`src/rtl/frac_stop_tx.sv`:
```
module frac_stop_tx #(
  parameter int OSR = 16
) (
  input  logic       clk,
  input  logic       rst_n,
  input  logic       tick16,
  input  logic [7:0] char_data,
  input  logic       char_valid,
  output logic       char_ready,
  input  logic [1:0] len_sel,
  input  logic [1:0] par_sel,
  input  logic       par_fixed,
  input  logic [3:0] stop_sel,
  input  logic       brk_start,
  input  logic       brk_stop,
  output logic       txd,
  output logic       busy,
  output logic       empty
);
  localparam int CW = $clog2(2 * OSR + 1);
  localparam logic [CW-1:0] BIT_LAST = CW'(OSR - 1);

  typedef enum logic [2:0] {S_IDLE, S_START, S_DATA, S_PAR, S_STOP, S_BRK, S_GUARD} st_t;

  st_t           st;
  logic [CW-1:0] cnt, stop_last;
  logic [7:0]    sh;
  logic [2:0]    bidx, blast;
  logic          par_on, par_val, brk_req;

  logic [7:0]    mask;
  logic          par_calc, brk_nx, accept, elem_done;
  logic [CW-1:0] lim, stop_calc;

  assign mask      = 8'hFF >> (2'd3 - len_sel);
  assign brk_nx    = (brk_req | brk_start) & ~brk_stop;
  assign char_ready = (st == S_IDLE) && !brk_req;
  assign accept    = char_valid && char_ready;
  assign lim       = (st == S_STOP) ? stop_last : BIT_LAST;
  assign elem_done = tick16 && (cnt == lim);
  assign stop_calc = (stop_sel == 4'd15) ? CW'(2 * OSR - 1)
                                         : CW'(OSR - 1 + (int'(stop_sel) * OSR) / 16);

  always_comb begin
    case (par_sel)
      2'd1:    par_calc = ^(char_data & mask);
      2'd2:    par_calc = ~^(char_data & mask);
      default: par_calc = par_fixed;
    endcase
  end

  assign busy  = (st == S_START) || (st == S_DATA) || (st == S_PAR) || (st == S_STOP);
  assign empty = (st == S_IDLE);
  assign txd   = (st == S_START || st == S_BRK) ? 1'b0 :
                 (st == S_DATA) ? sh[0] :
                 (st == S_PAR)  ? par_val : 1'b1;

  always_ff @(posedge clk or negedge rst_n) begin
    if (!rst_n) begin
      st        <= S_IDLE;
      cnt       <= '0;
      stop_last <= BIT_LAST;
      sh        <= '0;
      bidx      <= '0;
      blast     <= '0;
      par_on    <= 1'b0;
      par_val   <= 1'b0;
      brk_req   <= 1'b0;
    end else begin
      brk_req <= brk_nx;
      if (tick16 && busy || st == S_GUARD && tick16)
        cnt <= elem_done ? '0 : cnt + 1'b1;
      case (st)
        S_IDLE: begin
          cnt <= '0;
          if (accept) begin
            st        <= S_START;
            sh        <= char_data;
            bidx      <= '0;
            blast     <= {1'b1, len_sel};
            par_on    <= (par_sel != 2'd0);
            par_val   <= par_calc;
            stop_last <= stop_calc;
          end else if (brk_nx) begin
            st <= S_BRK;
          end
        end
        S_START: if (elem_done) st <= S_DATA;
        S_DATA: if (elem_done) begin
          if (bidx == blast) st <= par_on ? S_PAR : S_STOP;
          else begin
            bidx <= bidx + 1'b1;
            sh   <= sh >> 1;
          end
        end
        S_PAR: if (elem_done) st <= S_STOP;
        S_STOP, S_GUARD: if (elem_done) st <= brk_nx ? S_BRK : S_IDLE;
        S_BRK: begin
          cnt <= '0;
          if (!brk_nx) st <= S_GUARD;
        end
        default: st <= S_IDLE;
      endcase
    end
  end
endmodule


```
`config.mk`:
```
export PLATFORM = sky130hd
export DESIGN_NAME = frac_stop_tx
export DESIGN_NICKNAME = d
export VERILOG_FILES = /design/src/rtl/frac_stop_tx.sv
export SDC_FILE = /design/constraint.sdc
export NUM_CORES = 1
export LEC_CHECK = 0
export ABC_AREA = 0
export BUFFER_PORTS_ARGS = -buffer_cell sky130_fd_sc_hd__buf_2
export CAP_MARGIN = 20
export CORE_MARGIN = 2
export CORE_UTILIZATION = 35
export DETAILED_ROUTE_END_ITERATION = 7
export PLACE_DENSITY = 0.55
export REMOVE_ABC_BUFFERS = 1
export SLEW_MARGIN = 20
export SYNTH_ARGS = -nofsm -noshare
export SYNTH_HDL_FRONTEND = slang
export SYNTH_SLANG_ARGS = --single-unit
```
`constraint.sdc`:
```
create_clock -name clk -period 2.3 [get_ports clk]
set_input_delay 0.115 -clock clk [delete_from_list [all_inputs] [get_ports clk]]
set_output_delay 0.115 -clock clk [all_outputs]
set_load 0.02 [all_outputs]
```
==> impl_metrics.toml <==
[logic_synthesis]
seq_area_frac_synth = 0.3977
synthArstFlopShare = 1.000
avgSynthCellArea_sq_um = 8.964
synth_area_sq_um = 1963
ys_warn_count = 0
synth.top_cell.area_share = 0.3442
synth.distinct_cells = 44
ys_seq_elements = 31
yosys.area.top_type = "dfrtp_1"
synth_ff_type = "dfrtp_1"
synth_common_cells = "nand2_1, dfrtp_1, o21ai_0"
netlist_top_cells_area = "dfrtp_1, nand2_1, dfstp_2"
yosysMostFrequentCell = "nand2_1"
netlist_instances = 219
synth_edf_count = 0

[timing]
setup_viol = 0
holdWs_ns = 0.1036
fin_crit_sh = 0.9616
finClkSkew_ns = 0.003377
rsz0062_at_grt = "yes"
fin_crit_ns = 2.212
relSlewSlack = 0.5262
worstMarginPinSlew_ns = 0.7107
fmax_mhz = 452.1
hold_viol_final = 0
fin_ws_ns = 0.08825
slew_violations = 0

[grt]
grt_pass1_wl_mm = 7.148
grt_max_degree = 32
grt_util_met2 = 0.2222
gr-max-usage-layer = "met2"
grt_use_met3 = 0.03409
track_usage = 0.1475
use_met1 = 0.2016
grt_pass1_vias = 1590
antenna_found_initial = 0
grt_overflow_total = 0

[min_path]
hold_path.class = "input port to register"

[drt]
vias = 1660
drt_pass1_iterations = 4
drc = 0
ant_nets = 0
wire_per_inst_um = 12.38
wirelength_mm = 4.099
viasPerCell = 5.015
drt-initial-drc-count = 90

[clock_network]
cts_tree = "built"
clock-root-buffer = "clkbuf_8"
cts_setup_buffers = 0
htreeDepth = 2
clock_path_buffers = 2
cts_sinks = 31
clock_latency_ns = 0.28
clk_pin_slew_ns = 0.06
cts_buffers = 5

[die]
initial_utilization = 0.3587
core-area_sq_um = 5473
die_area_sq_um = 6224
rows = 27
die_h_um = 78.89
io_pins = 27
dieWidth_um = 78.89

[placed_design]
gp_congestion = 0.7839
io_buffers = 26
dp_hpwl_mm = 3.063
pre_cts_ws_ns = 0.01151

[worst_setup_path]
reg2reg_setup_slack_ns = 0.09
start_kind = "register"
arrival_ns = 2.39
cp_max_fo = 14
required_ns = 2.48
criticalPathCategory = "register to register"
cp-end-kind = "register"

[finish]
fin_nets = 288
fill_cells = 578
drive_gt1_frac = 0.2625
antenna_cells = 0
area_growth_pct = 22.88

[power]
power_density_nw_per_um2 = 959.6
p_leak_nw = 1.148
power_mw = 2.315
peakVddDrop_mv = 0.3118

[job]
cap_violations = 0

[run_status]
status = "finished, final reports clean"
## placed cells by master, fill, tap and decap left out, types with 3 or more instances in the layout
| cell type | count |
|---|---|
| nand2_1 | 41 |
| nor2b_1 | 5 |
| buf_2 | 26 |
| xnor2_1 | 11 |
| a21oi_1 | 8 |
| o21ai_0 | 16 |
| inv_1 | 14 |
| nor2_1 | 11 |
| mux2i_1 | 5 |
| a211oi_1 | 3 |
| nand3_1 | 6 |
| clkbuf_8 | 5 |
| mux2_2 | 9 |
| ha_1 | 7 |
| dfrtp_1 | 27 |
| a31oi_1 | 7 |
| buf_4 | 12 |
| dfstp_2 | 4 |
## state kept, by name, summed over array words and instances, names as in the netlist
| signal | flops |
|---|---|
| stop_last | 5 |
| par_val | 1 |
| blast | 3 |
| brk_req | 1 |
| st | 3 |
| cnt | 6 |
| par_on | 1 |
| bidx | 3 |
| sh | 8 |
## cell families after synthesis
logic type                 Yosys count  synth area share
DFF                                 31            0.3977
buffers and inverters               22           0.04334
xor gates and xnor gates            14           0.06947
and+or+nand+nor                     78            0.1893
muxes                               14           0.07712
AOI/OAI and AO/OA                   53            0.1785
adders and majority gates            7           0.04461
## metal layers
metal  wire, um  share of wire
met4         84          0.020
met1       2102           0.51
met3        125          0.030
met2       1786           0.44
met5          0              0
## report_power, final
group	switching [mW]	total (mW)	leakage [nW]	internal, mW
Sequential	0.168	0.907	0.385	0.739
Clock	0.203	0.636	0.0654	0.433
Combinational	0.379	0.772	0.698	0.392
Total	0.750	2.31	1.15	1.56
## final cells by class
cell class,count,area (sq um),area share
inverters,14,52.55,0.02178
repair buffers,40,250.2,0.1037
flip-flops and latches,31,780.7,0.3237
clock buffers,6,72.57,0.03008
multi-input cells,166,1106,0.4585
well taps,72,90.09,0.03734
clock inverters,2,60.06,0.02490
## critical path: stages (launching register included)
cell	delay, ns
dfrtp_1	0.38
or3b_4	0.40
or3_1	0.33
a211oi_2	0.21
nand3_2	0.12
buf_4	0.21
a31o_2	0.25
a31o_2	0.20
## timing repair
item | in CTS | in global routing
pin swaps | 1 | 2
gates cloned | 0 | 0
hold buffers | 1 | 0
resized for setup | 1 | 2
endpoints found under the setup margin | 8 | 11
hold endpoints to repair | 27 | 0
## per-stage QoR
step | cells | util | cell area [sq um] | setup TNS (ns)
6_report | 331 | 0.4408 | 2412 | 0
5_1_grt | 331 | 0.4408 | 2412 | -0.08176
4_1_cts | 331 | 0.4401 | 2409 | 0
3_5_place_dp | 322 | 0.4131 | 2261 | 0
3_3_place_gp | 322 | 0.4131 | 2261 | 0
2_1_floorplan | 211 | - | 1931 | -2.381
## worst paths after layout
path,startpoint,end,cells after the start
hold / removal,len_sel[1],blast[1],2
min in group asynchronous,rst_n,cnt[1],2
setup reg to reg,st[0],st[0],7
hold reg to reg,blast[2],blast[2],1
setup / recovery,st[0],st[0],7
max in group asynchronous,rst_n,sh[5],2
Note: power is estimated with default switching activity, not from simulation.
